===== config.mk =====
export PLATFORM = sky130hd
export DESIGN_NAME = cbag_top
export DESIGN_NICKNAME = d
export VERILOG_FILES = /design/src/rtl/cbag_pkg.sv /design/src/rtl/cbag_wrap.sv /design/src/rtl/cbag_regs.sv /design/src/rtl/cbag_out.sv /design/src/rtl/cbag_top.sv
export SDC_FILE = /design/constraint.sdc
export NUM_CORES = 1
export LEC_CHECK = 0
export ABC_CLOCK_PERIOD_IN_PS = 4940
export CAP_MARGIN = 5
export CORE_MARGIN = 2
export CORE_UTILIZATION = 30
export CTS_BUF_LIST = sky130_fd_sc_hd__clkbuf_2 sky130_fd_sc_hd__clkbuf_4 sky130_fd_sc_hd__clkbuf_8
export DETAILED_ROUTE_END_ITERATION = 8
export PLACE_DENSITY = 0.57
export SETUP_SLACK_MARGIN = 0.1
export SYNTH_ARGS = -nofsm -noshare
export SYNTH_HDL_FRONTEND = slang
export SYNTH_SLANG_ARGS = --single-unit

===== constraint.sdc =====
create_clock -name clk -period 4.94 [get_ports clk]
set_input_delay 0.494 -clock clk [delete_from_list [all_inputs] [get_ports clk]]
set_output_delay 0.494 -clock clk [all_outputs]
set_load 0.01 [all_outputs]

===== src/rtl/cbag_pkg.sv =====
package cbag_pkg;
  typedef enum logic [1:0] {
    SEL_PTR  = 2'd0,
    SEL_BASE = 2'd1,
    SEL_LEN  = 2'd2,
    SEL_NONE = 2'd3
  } reg_sel_e;

  localparam int NREG = 3;
endpackage


===== src/rtl/cbag_wrap.sv =====
// Combinational address and next-pointer computation with single-cycle fold.
module cbag_wrap #(
  parameter int AW = 16
) (
  input  logic [AW-1:0] ptr,
  input  logic [AW-1:0] base,
  input  logic [AW-1:0] len,
  input  logic [AW-1:0] step,
  input  logic          circ,
  input  logic          pre,
  output logic [AW-1:0] addr,
  output logic [AW-1:0] nxt,
  output logic          wb
);
  localparam int EW = AW + 2;

  logic signed [EW-1:0] sum, bse, lenx, lim, adj;
  logic                 wrap_en;

  always_comb begin
    sum  = $signed({2'b00, ptr}) + $signed({{2{step[AW-1]}}, step});
    bse  = $signed({2'b00, base});
    lenx = $signed({2'b00, len});
    lim  = bse + lenx;
    wrap_en = circ && !pre && (len != '0);
    if (wrap_en && (sum >= lim))      adj = sum - lenx;
    else if (wrap_en && (sum < bse))  adj = sum + lenx;
    else                              adj = sum;
    nxt  = adj[AW-1:0];
    addr = pre ? sum[AW-1:0] : ptr;
    wb   = !pre;
  end
endmodule


===== src/rtl/cbag_regs.sv =====
// Pointer, base and length registers; pointer write beats post-modify update.
module cbag_regs
  import cbag_pkg::*;
#(
  parameter int AW = 16
) (
  input  logic          clk,
  input  logic          rst_n,
  input  logic          wr_en,
  input  logic [1:0]    wr_sel,
  input  logic [AW-1:0] wr_data,
  input  logic          upd_en,
  input  logic [AW-1:0] upd_val,
  output logic [AW-1:0] ptr_q,
  output logic [AW-1:0] base_q,
  output logic [AW-1:0] len_q
);
  logic [AW-1:0] regs_q [NREG];

  for (genvar g = 0; g < NREG; g++) begin : g_reg
    logic hit;
    assign hit = wr_en && (wr_sel == 2'(g));
    if (g == int'(SEL_PTR)) begin : g_ptr
      always_ff @(posedge clk or negedge rst_n) begin
        if (!rst_n)      regs_q[g] <= '0;
        else if (hit)    regs_q[g] <= wr_data;
        else if (upd_en) regs_q[g] <= upd_val;
      end
    end else begin : g_plain
      always_ff @(posedge clk or negedge rst_n) begin
        if (!rst_n)   regs_q[g] <= '0;
        else if (hit) regs_q[g] <= wr_data;
      end
    end
  end

  assign ptr_q  = regs_q[int'(SEL_PTR)];
  assign base_q = regs_q[int'(SEL_BASE)];
  assign len_q  = regs_q[int'(SEL_LEN)];
endmodule


===== src/rtl/cbag_out.sv =====
// One-entry output register with valid/ready.
module cbag_out #(
  parameter int AW = 16
) (
  input  logic          clk,
  input  logic          rst_n,
  input  logic          in_valid,
  output logic          in_ready,
  input  logic [AW-1:0] in_addr,
  output logic          out_valid,
  input  logic          out_ready,
  output logic [AW-1:0] out_addr
);
  assign in_ready = !out_valid || out_ready;

  always_ff @(posedge clk or negedge rst_n) begin
    if (!rst_n) begin
      out_valid <= 1'b0;
      out_addr  <= '0;
    end else if (in_valid && in_ready) begin
      out_valid <= 1'b1;
      out_addr  <= in_addr;
    end else if (out_ready) begin
      out_valid <= 1'b0;
    end
  end
endmodule


===== src/rtl/cbag_top.sv =====
module cbag_top #(
  parameter int AW = 16
) (
  input  logic          clk,
  input  logic          rst_n,
  input  logic          wr_en,
  input  logic [1:0]    wr_sel,
  input  logic [AW-1:0] wr_data,
  input  logic          acc_valid,
  output logic          acc_ready,
  input  logic [AW-1:0] acc_step,
  input  logic          acc_circ,
  input  logic          acc_pre,
  output logic          addr_valid,
  input  logic          addr_ready,
  output logic [AW-1:0] addr_out
);
  logic [AW-1:0] ptr_q, base_q, len_q;
  logic [AW-1:0] calc_addr, calc_nxt;
  logic          calc_wb, fire;

  cbag_wrap #(.AW(AW)) u_wrap (
    .ptr(ptr_q), .base(base_q), .len(len_q), .step(acc_step),
    .circ(acc_circ), .pre(acc_pre),
    .addr(calc_addr), .nxt(calc_nxt), .wb(calc_wb)
  );

  assign fire = acc_valid && acc_ready;

  cbag_regs #(.AW(AW)) u_regs (
    .clk(clk), .rst_n(rst_n),
    .wr_en(wr_en), .wr_sel(wr_sel), .wr_data(wr_data),
    .upd_en(fire && calc_wb), .upd_val(calc_nxt),
    .ptr_q(ptr_q), .base_q(base_q), .len_q(len_q)
  );

  cbag_out #(.AW(AW)) u_out (
    .clk(clk), .rst_n(rst_n),
    .in_valid(acc_valid), .in_ready(acc_ready), .in_addr(calc_addr),
    .out_valid(addr_valid), .out_ready(addr_ready), .out_addr(addr_out)
  );
endmodule


# ---- Yosys cells after proc, flatten, opt, wreduce, memory -nomap -nowiden
# Cells that the tools add are included.
dict set report word_totals {
  regBits 65
  latch_bits 0
  rom_bits 0
  ramBits 0
  word_cells 36
  inputBits 41
  out_inout_bits 18
  memories 0
}
dict set report classes {
  mux 7
  eq_ne 2
  multipliers 0
  n_lt_le_gt_ge 2
  n_div 0
  bitwise 0
  n_shift 0
  n_reduce_logical 16
  addsub 4
}
# operator count
set op_table {}
lappend op_table {{$mux W16} 5}
lappend op_table {{$add A17 B16 Y18} 1}
lappend op_table {{$ge A18 B18 Y1} 1}
lappend op_table {{$lt A18 B17 Y1} 1}
lappend op_table {{$add A16 B16 Y17} 1}
lappend op_table {{$add A16 B16 Y16} 1}
lappend op_table {{$reduce_bool A16 Y1} 1}
lappend op_table {{$sub A16 B16 Y16} 1}
lappend op_table {{$logic_and A1 B1 Y1} 9}
lappend op_table {{$reduce_bool A2 Y1} 2}
lappend op_table {{$eq A2 B1 Y1 const B} 1}
lappend op_table {{$eq A2 B2 Y1 const B} 1}
lappend op_table {{$logic_not A1 Y1} 2}
lappend op_table {{$logic_not A2 Y1} 1}
lappend op_table {{$mux W1} 2}
lappend op_table {{$logic_or A1 B1 Y1} 1}

# ---- Longest topological paths before layout
# Gate-level depths: netlist of run 1.
dict set report depth {
  depth_word 8
  ltp_mapped 22
  depth_no_buf 21
}

# ---- By module
# Synthesis of run 1 repeated with hierarchy kept, for this count alone.
dict set report unflattened {
  cells_unflattened 734
  area_unflattened_um2 6979.2
}
# module seq_area_each_um2 area_per_inst_um2 cells_each n_inst
set modules_own_cells {}
lappend modules_own_cells {cbag_wrap 0.0 4257.8 575 1}
lappend modules_own_cells {cbag_regs 1201.2 2019.4 121 1}
lappend modules_own_cells {cbag_out 425.4 695.7 37 1}
lappend modules_own_cells {cbag_top 0.0 6.3 1 1}

# ---- Worst setup path after synthesis of run 1
# No wires, ideal clock.
dict set report synth_timing {
  path_kind {input to register}
  startpoint {input acc_step[0]}
  endpoint {register u_regs.regs_q, in the netlist u_regs.ptr_q[14]}
  required_ns 4.814
  slack_ns 0.015
  arrival_ns 4.799
  path_stages 22
  n_path_buf 1
  setup_ns 0.126
  cell_sequence {ha_1 > fa_1 > a211o_1 > o211ai_1 > a21oi_1 > a21oi_1 > o21bai_1 > a21oi_1 > xnor2_1 > ha_1 > or4_1 > a21oi_1 > o21ai_0 > a21oi_1 > o21ai_1 > a2111oi_0 > a211oi_1 > and2_1 > o31a_1 > and3_1 > buf_2 > a221o_1}
}
dict set report synth_via {
  elab_chain_cells 7
  elab_cells_between_ends 11
  cone_classes {3 x add/sub; 2 x order compare; 4 x mux; 2 x reduce/logical}
}
# item line
set synth_lines {}
lappend synth_lines {{start, declared} cbag_top.sv:11} ;# input logic [AW-1:0] acc_step,
lappend synth_lines {{$add A17 B16 Y18 *} cbag_wrap.sv:21} ;# sum = $signed({2'b00, ptr}) + $signed({{2{step[AW-1]}}, step});
lappend synth_lines {{$lt A18 B17 Y1} cbag_wrap.sv:27} ;# else if (wrap_en && (sum < bse)) adj = sum + lenx;
lappend synth_lines {{$logic_and A1 B1 Y1} cbag_wrap.sv:27}
lappend synth_lines {{$mux W16} cbag_wrap.sv:27}
lappend synth_lines {{$mux W16 *} cbag_wrap.sv:26} ;# if (wrap_en && (sum >= lim)) adj = sum - lenx;
lappend synth_lines {{$mux W16 *} cbag_regs.sv:27} ;# else if (upd_en) regs_q[g] <= upd_val;
lappend synth_lines {{$mux W16 *} cbag_regs.sv:26} ;# else if (hit) regs_q[g] <= wr_data;
lappend synth_lines {{end signal, assigned by index} cbag_regs.sv:26}
lappend synth_lines {{end signal, assigned by index} cbag_regs.sv:27}
lappend synth_lines {{end, declared} cbag_regs.sv:18} ;# logic [AW-1:0] regs_q [NREG];
# Every way passes the cells marked *; elsewhere a longest branch is shown, timed or not. The select of a mux whose other input is x is not followed.
# A chain may end at the register's enable or synchronous reset.

# ---- Final worst setup path of run 1
dict set report layout_timing {
  startpoint {register u_regs.regs_q, in the netlist u_regs.base_q[0]}
  endpoint {register u_regs.regs_q, in the netlist u_regs.ptr_q[8]}
}
dict set report layout_via {
  elab_chain_cells 6
  elab_cells_between_ends 9
  cone_classes {1 x add/sub; 2 x order compare; 4 x mux; 2 x reduce/logical}
}
# item line
set layout_lines {}
lappend layout_lines {{start signal, assigned by index} cbag_regs.sv:32} ;# else if (hit) regs_q[g] <= wr_data;
lappend layout_lines {{$add A16 B16 Y17 / $lt A18 B17 Y1 (equally long branches)} {cbag_wrap.sv:24, cbag_wrap.sv:27}}
lappend layout_lines {{$ge A18 B18 Y1 / $logic_and A1 B1 Y1 (equally long branches)} {cbag_wrap.sv:26, cbag_wrap.sv:27}}
lappend layout_lines {{$logic_and A1 B1 Y1 / $mux W16 (equally long branches)} {cbag_wrap.sv:26, cbag_wrap.sv:27}}
lappend layout_lines {{$mux W16 *} cbag_wrap.sv:26}
lappend layout_lines {{$mux W16 *} cbag_regs.sv:27}
lappend layout_lines {{$mux W16 *} cbag_regs.sv:26}
# Marks and branches as above.

==> impl_summary.log, run 1 <==
[metrics] Critical Path Sink Type: flip-flop
[metrics] simple-gate area share of the yosys netlist: 0.124
[metrics] run status: finished, final reports clean
[metrics] cell area after technology mapping: 0.00644 mm²
[metrics] required time at the endpoint of the critical path: 5.20 ns
[metrics] number of nets in the final layout: 991
[metrics] Pre-Repair DR Iteration Count: 5
[metrics] synth-to-layout area growth: 33.0%
[metrics] WP data arrival: 5.08 ns
[metrics] number of synthesized flops with an enable pin: 0
[metrics] multiplexer share of the synthesized area: 0.0854
[metrics] maximum operating frequency: 207 MHz
[metrics] synthesized-area fraction occupied by ao, oa, aoi and oai cells: 0.223
[metrics] adder and majority gate portion of the synthesized area: 0.187
[metrics] Detail Route Antenna Nets: 0
[metrics] MaxCap Viol Count: 0
[metrics] most frequent standard cell in the layout excluding fill and tap cells: sky130_fd_sc_hd__buf_4
[metrics] IO buf count: 58
[metrics] Diodes inserted: 0
[metrics] fraction of final layout cells with drive strength greater than 1: 0.240
[metrics] core region area: 0.0210 mm²
[metrics] average cell area after synthesis: 8.96 µm²
[metrics] total CTS buffers: 9
[metrics] share of synthesized flip-flops with an asynchronous set or reset: 1.00
[metrics] met2 usage in global routing: 0.289
[metrics] Worst Clk Skew: 0.0118 ns
[metrics] net count after synthesis: 853
[metrics] Worst-Skew Late Latency: 0.37 ns
[metrics] final worst-path cycle share: 0.976
[metrics] count of cell types in the netlist: 67
[metrics] final max-slew violation count: 0
[metrics] count of vias placed by the detailed router: 5908
[metrics] biggest fanout along the worst timing path: 9
[metrics] area of the die: 0.0227 mm²
[metrics] Die Span X: 151 µm
[metrics] TritonCTS clock tree: yes
[metrics] drc violations: 0
[metrics] number of sinks driven by the clock tree: 65
[metrics] post-route minimum period: 4.82 ns
[metrics] pin count of the biggest net entering global routing: 66
[metrics] row cnt: 53
[metrics] met3 track demand over resource in global routing: 0.0282
[metrics] final-report hold violation count: 0
[metrics] GRT Util Overall: 0.178
[metrics] H-tree lvl count: 3
[metrics] antenna violations before repair: 0
[metrics] total negative setup slack: 0 ns
[metrics] HPWL after detailed placement: 15700 µm
[metrics] xor/xnor cell area share of the yosys netlist: 0.0827
[metrics] clock root cell: sky130_fd_sc_hd__clkbuf_8
[metrics] vias per cell: 5.20
[metrics] number of buffers on the longest clock path: 2
[metrics] Post-CTS Hold Fix Bufs: 0
[metrics] count of pins on the block boundary: 59
[metrics] first-pass GRT wire length: 31000 µm
[metrics] Total Routed Length: 20100 µm
[metrics] effective utilization at floorplan: 0.307
[metrics] normalized max-slew margin: 0.362
[metrics] number of warning messages in the yosys log: 0
[metrics] number of failing setup endpoints in the final timing report: 0
[metrics] synthesized instance count: 719
[metrics] highest-count cells in the layout ignoring fill and taps: sky130_fd_sc_hd__buf_4 (87), sky130_fd_sc_hd__ha_1 (81), sky130_fd_sc_hd__dfrtp_1 (64), sky130_fd_sc_hd__clkdlybuf4s50_1 (55), sky130_fd_sc_hd__inv_1 (50)
[metrics] combinational family with the most area after synthesis: compound AO/OA/AOI/OAI gates
[metrics] clock input transition at the sequential cells of the worst setup and hold paths: 0.08 ns
[metrics] via count of the first global-routing pass: 5923
[metrics] flops & latches, synth: 65
[metrics] global routing's busiest layer: met2
[metrics] setup repair after global routing missed its margin: true
[metrics] Most used DFF post-synth: sky130_fd_sc_hd__dfrtp_1
[metrics] worst setup path category: flip-flop to flip-flop
[metrics] sequential share of the synthesized area: 0.252
[metrics] 1st-iter DRT viols: 352
[metrics] GRT overflow: 0
[metrics] die extent in y: 151 µm
[metrics] startpoint kind of the worst setup timing path: flip-flop
[metrics] final weighted congestion in routability-driven placement: 0.921
[metrics] routing usage on met1: 0.242
[metrics] actual transition at the worst max-transition pin: 0.950 ns
[metrics] classification of the worst-slack hold path: input pin to async pin
[metrics] Avg WL per Cell: 17.7 µm
## kinds of logic after synthesis
kind of cell               Yosys count
adders and majority gates           94
muxes                               51
xor gates and xnor gates            60
buffers and inverters               76
AOI/OAI and AO/OA                  214
and+or+nand+nor                    159
DFF                                 65
## final timing paths
check,start,end,slack [ns],depth (start not counted)
max,u_regs.base_q[0],u_regs.ptr_q[8],0.12,21
min,rst_n,u_regs.base_q[0],0.32,2
max reg2reg,u_regs.base_q[0],u_regs.ptr_q[8],0.12,21
min reg2reg,u_out.out_addr[12],u_out.out_addr[12],0.48,2
max in group asynchronous,rst_n,u_out.out_addr[7],4.02,2
min in group clk,u_out.out_addr[12],u_out.out_addr[12],0.48,2
## flip-flops by register name, indices dropped and copies added (netlist names)
signal and cells:
u_regs.len_q 16, u_out.out_addr 16, u_regs.base_q 16, u_out.out_valid 1, u_regs.ptr_q 16
## per-stage QoR
| stage | worst slack (ns) | instances | cell area (µm²) | util | hold slack [ns] |
|---|---|---|---|---|---|
| 2_1_floorplan | 0.103 | 719 | 6460 | - | 0.198 |
| 6_report | 0.117 | 1137 | 8570 | 0.408 | 0.315 |
| 4_1_cts | 0.0433 | 1129 | 8250 | 0.393 | 0.351 |
| 3_3_place_gp | -0.557 | 1107 | 7880 | 0.375 | 0.459 |
| 5_1_grt | -0.0908 | 1137 | 8570 | 0.408 | 0.400 |
| 3_5_place_dp | -0.669 | 1107 | 7880 | 0.375 | 0.470 |
## final cells by class
| cell class | count | area, µm² |
|---|---|---|
| fillers | 2053 | 12500 |
| multi-input cells | 578 | 4890 |
| flip-flops and latches | 65 | 1630 |
| repair buffers | 152 | 1320 |
| well taps | 275 | 344 |
| inverters | 51 | 191 |
| clock buffers | 13 | 160 |
| clock inverters | 3 | 40.0 |
## critical path, stage by stage, from the launching register on
cell                       delay (ns)
sky130_fd_sc_hd__dfrtp_1         0.41
sky130_fd_sc_hd__ha_4            0.18
sky130_fd_sc_hd__fa_2            0.34
sky130_fd_sc_hd__a21o_1          0.18
sky130_fd_sc_hd__a21oi_2         0.17
sky130_fd_sc_hd__o21bai_1        0.10
sky130_fd_sc_hd__a21oi_2         0.16
sky130_fd_sc_hd__o21bai_1        0.09
sky130_fd_sc_hd__a21oi_2         0.19
sky130_fd_sc_hd__xor2_1          0.09
sky130_fd_sc_hd__ha_2            0.19
sky130_fd_sc_hd__a211o_1         0.30
sky130_fd_sc_hd__or3_1           0.33
sky130_fd_sc_hd__a21oi_2         0.11
sky130_fd_sc_hd__nor3_1          0.07
sky130_fd_sc_hd__maj3_2          0.29
sky130_fd_sc_hd__a221o_1         0.29
sky130_fd_sc_hd__a311o_1         0.44
sky130_fd_sc_hd__nand2_1         0.15
sky130_fd_sc_hd__buf_4           0.21
sky130_fd_sc_hd__o31ai_1         0.10
sky130_fd_sc_hd__a211o_1         0.30
## metal layers
layer | up-vias | share of wire
met4 | 0 | 0.023
li1 | 2914 | -
met2 | 144 | 0.45
met5 | - | 0
met3 | 31 | 0.046
met1 | 2819 | 0.48
## cell usage after synthesis, types with 5 or more instances
master                     count  area (µm²)
sky130_fd_sc_hd__a211oi_1     10        75.1
sky130_fd_sc_hd__o21ai_0      33         165
sky130_fd_sc_hd__nor2b_1       8        50.1
sky130_fd_sc_hd__clkbuf_1     19        71.3
sky130_fd_sc_hd__o31ai_1       9        67.6
sky130_fd_sc_hd__a21oi_1      47         235
sky130_fd_sc_hd__a31oi_1      14        87.6
sky130_fd_sc_hd__mux2i_1      19         190
sky130_fd_sc_hd__nor3_1       21         105
sky130_fd_sc_hd__nand2b_1     11        68.8
sky130_fd_sc_hd__inv_1        50         188
sky130_fd_sc_hd__a21o_1       22         165
sky130_fd_sc_hd__mux2_2       32         360
sky130_fd_sc_hd__nor4_1       13        81.3
sky130_fd_sc_hd__nand4_1       5        31.3
sky130_fd_sc_hd__nand3b_1      6        45.0
sky130_fd_sc_hd__a22oi_1       8        60.1
sky130_fd_sc_hd__xnor2_1      43         377
sky130_fd_sc_hd__dfrtp_1      65        1630
sky130_fd_sc_hd__nor2_1       30         113
sky130_fd_sc_hd__ha_1         89        1110
sky130_fd_sc_hd__o21ai_1      11        55.1
sky130_fd_sc_hd__a211o_1       9        78.8
sky130_fd_sc_hd__o21bai_1     11        82.6
sky130_fd_sc_hd__nand2_1      45         169
sky130_fd_sc_hd__xor2_1       16         140
## timing repair
| item | in CTS | in global routing |
|---|---|---|
| gates cloned | 0 | 0 |
| pin swaps | 38 | 34 |
| resized for setup | 29 | 44 |
| endpoints found under the setup margin | 16 | 16 |
| setup buffers | 8 | 9 |
| endpoints found under the hold margin | 0 | 0 |
Power of run 1 is not shown: default switching activity piles up to over one toggle a cycle in this logic, so the estimate is an artifact.
==> run 2, diff against run 1 <==
--- a/config.mk
+++ b/config.mk
@@ -7,11 +7,13 @@
 export LEC_CHECK = 0
 export ABC_CLOCK_PERIOD_IN_PS = 4940
 export CAP_MARGIN = 5
+export CELL_PAD_IN_SITES_DETAIL_PLACEMENT = 1
+export CELL_PAD_IN_SITES_GLOBAL_PLACEMENT = 2
 export CORE_MARGIN = 2
-export CORE_UTILIZATION = 30
+export CORE_UTILIZATION = 34
 export CTS_BUF_LIST = sky130_fd_sc_hd__clkbuf_2 sky130_fd_sc_hd__clkbuf_4 sky130_fd_sc_hd__clkbuf_8
 export DETAILED_ROUTE_END_ITERATION = 8
-export PLACE_DENSITY = 0.57
+export PLACE_DENSITY = 0.87
 export SETUP_SLACK_MARGIN = 0.1
 export SYNTH_ARGS = -nofsm -noshare
 export SYNTH_HDL_FRONTEND = slang
==> run 2 against run 1 <==
Final area up 0.45%; utilization up 5.4 points; critical endpoint is now u_regs.ptr_q[15]; die area down 11%; critical path type unchanged; worst hold slack better by 0.0049 ns; routed wire length up 14%; largest cell class unchanged; register-to-register slack worse by 0.11 ns.
==> impl_summary.log, run 2 (synthesis results as in run 1) <==
[metrics] final weighted congestion in routability-driven placement: 0.872 (-5.4%)
[metrics] IO buf count: 58 (unchanged)
[metrics] worst path buffer plus inverter count: 1 (unchanged)
[metrics] vias per cell: 5.70 (+9.6%)
[metrics] normalized max-slew margin: 0.250 (-0.112)
[metrics] Avg WL per Cell: 20.8 µm (+17%)
[metrics] most frequent standard cell in the layout excluding fill and tap cells: sky130_fd_sc_hd__buf_4
[metrics] Top delay family on crit path: compound AO/OA/AOI/OAI gates
[metrics] H-tree lvl count: 3 (unchanged)
[metrics] MaxCap Viol Count: 0 (unchanged)
[metrics] Pre-Repair DR Iteration Count: 5 (unchanged)
[metrics] final-report hold violation count: 0 (unchanged)
[metrics] HPWL after detailed placement: 17400 µm (+11%)
[metrics] worst reg-to-reg setup slack: 0.007 ns (-0.11 ns)
[metrics] post-route minimum period: 4.93 ns (+0.110 ns)
[metrics] startpoint kind of the worst setup timing path: flip-flop
[metrics] biggest fanout along the worst timing path: 5 (-4)
[metrics] maximum operating frequency: 203 MHz (-2.2%)
[metrics] post-route cell area: 0.00861 mm² (+0.45%)
[metrics] classification of the worst-slack hold path: input pin to async pin
[metrics] pin count of the biggest net entering global routing: 66 (unchanged)
[metrics] Post-CTS Hold Fix Bufs: 0 (unchanged)
[metrics] Diodes inserted: 0 (unchanged)
[metrics] number of failing setup endpoints in the final timing report: 0 (unchanged)
[metrics] Critical Path Sink Type: flip-flop
[metrics] Post-Place Cells: 1069 (-3.4%)
[metrics] count of vias placed by the detailed router: 6289 (+6.4%)
[metrics] count of cell instances traversed by the critical path: 22 (+4.8%)
[metrics] highest-count cells in the layout ignoring fill and taps: sky130_fd_sc_hd__buf_4 (97), sky130_fd_sc_hd__ha_1 (83), sky130_fd_sc_hd__dfrtp_1 (65), sky130_fd_sc_hd__clkdlybuf4s50_1 (55), sky130_fd_sc_hd__inv_1 (50)
[metrics] run status: finished, final reports clean
[metrics] die extent in y: 142 µm (-5.9%)
[metrics] fraction of final layout cells with drive strength greater than 1: 0.254 (+0.0139)
[metrics] area of the die: 0.0201 mm² (-11%)
[metrics] Worst Clk Skew: 0.0112 ns (-0.000608 ns)
[metrics] effective utilization at floorplan: 0.346 (+0.0391)
[metrics] actual transition at the worst max-transition pin: 1.12 ns (+0.172 ns)
[metrics] synth-to-layout area growth: 33.6%
[metrics] worst hold slack after final layout: 0.320 ns (+0.00491 ns)
[metrics] Most common cell on crit path: sky130_fd_sc_hd__a21oi_2
[metrics] clock input transition at the sequential cells of the worst setup and hold paths: 0.08 ns (about the same)
[metrics] required time at the endpoint of the critical path: 5.25 ns (+0.05 ns)
[metrics] drc violations: 0 (unchanged)
[metrics] GRT Util Overall: 0.227 (+0.0490)
[metrics] TritonCTS clock tree: yes
[metrics] total CTS buffers: 9 (unchanged)
[metrics] logic depth of the worst register-to-register path: 22 (+4.8%)
[metrics] series of cell instances along the critical path: ha_4 -> fa_2 -> a211o_1 -> o211ai_1 -> a21oi_2 -> a21oi_2 -> o21bai_1 -> a21oi_2 -> xnor2_2 -> ha_2 -> or4_4 -> a21oi_2 -> o21ai_1 -> a21oi_2 -> o21ai_2 -> a2111oi_4 -> a211oi_2 -> and2_1 -> o31a_1 -> buf_4 -> or4_4 -> nand3_2
[metrics] Worst-Skew Late Latency: 0.37 ns (about the same)
[metrics] first-pass GRT wire length: 34900 µm (+13%)
[metrics] antenna violations before repair: 0 (unchanged)
[metrics] via count of the first global-routing pass: 6450 (+8.9%)
[metrics] GRT overflow: 0 (unchanged)
[metrics] non-filler cells in the finished layout: 1104 (-2.9%)
[metrics] core region area: 0.0186 mm² (-11%)
[metrics] Critical-path top delay cell: sky130_fd_sc_hd__dfrtp_1
[metrics] CP peak stage delay: 0.42 ns (-0.02 ns)
[metrics] number of buffers on the longest clock path: 2 (unchanged)
[metrics] WP data arrival: 5.24 ns (+0.16 ns)
[metrics] clock root cell: sky130_fd_sc_hd__clkbuf_8
[metrics] count of pins on the block boundary: 59 (unchanged)
[metrics] 1st-iter DRT viols: 297 (-16%)
[metrics] final worst-path cycle share: 0.999 (+0.0223)
[metrics] number of nets in the final layout: 999 (+0.81%)
[metrics] post-detailed-placement cell area: 0.00787 mm² (-0.21%)
[metrics] Detail Route Antenna Nets: 0 (unchanged)
[metrics] number of sinks driven by the clock tree: 65 (unchanged)
[metrics] worst setup path category: flip-flop to flip-flop
[metrics] final max-slew violation count: 0 (unchanged)
[metrics] Die Span X: 142 µm (-5.9%)
[metrics] row cnt: 50 (-5.7%)
[metrics] Total Routed Length: 22900 µm (+14%)
[metrics] final core utilization: 0.462 (+0.0541)
[metrics] setup repair after global routing missed its margin: true
run 2: metrics by stage:
| stage | setup slack [ns] | setup TNS, ns |
|---|---|---|
| after floorplan | 0.103 | 0 |
| after global placement | -0.513 | -6.68 |
| after detailed placement | -0.607 | -8.48 |
| after CTS | 0.0514 | 0 |
| after global routing | -0.238 | -2.48 |
| final | 0.00679 | 0 |
run 2: layout make-up:
type / instances / area (µm²)
Clock buffer: 13 / 160
Clock inverter: 3 / 40.0
Fill cell: 2144 / 10000
Inverter: 51 / 191
Multi-Input combinational cell: 578 / 4920
Sequential cell: 65 / 1630
Tap cell: 234 / 293
Timing Repair Buffer: 160 / 1370
run 2: worst paths after layout:
kind,start,to
setup / recovery,u_regs.ptr_q[0],u_regs.ptr_q[15]
hold / removal,rst_n,u_regs.len_q[2]
setup reg to reg,u_regs.ptr_q[0],u_regs.ptr_q[15]
hold reg to reg,u_out.out_addr[9],u_out.out_addr[9]
max in group asynchronous,rst_n,u_regs.len_q[14]
min in group clk,u_out.out_addr[9],u_out.out_addr[9]
run 2: layer usage:
layer,part of all wire,GRT usage
met5,0,0
met4,0.043,0.102
met2,0.47,0.386
met3,0.036,0.0233
met1,0.45,0.293
run 2: what timing repair did:
item                       in CTS  in global routing
cloned                          1                  0
pin swaps                      35                 51
setup endpoints to repair      16                 16
resized for setup              40                 40
setup buffers                  12                  8
Power of run 2 is left out for the same reason.
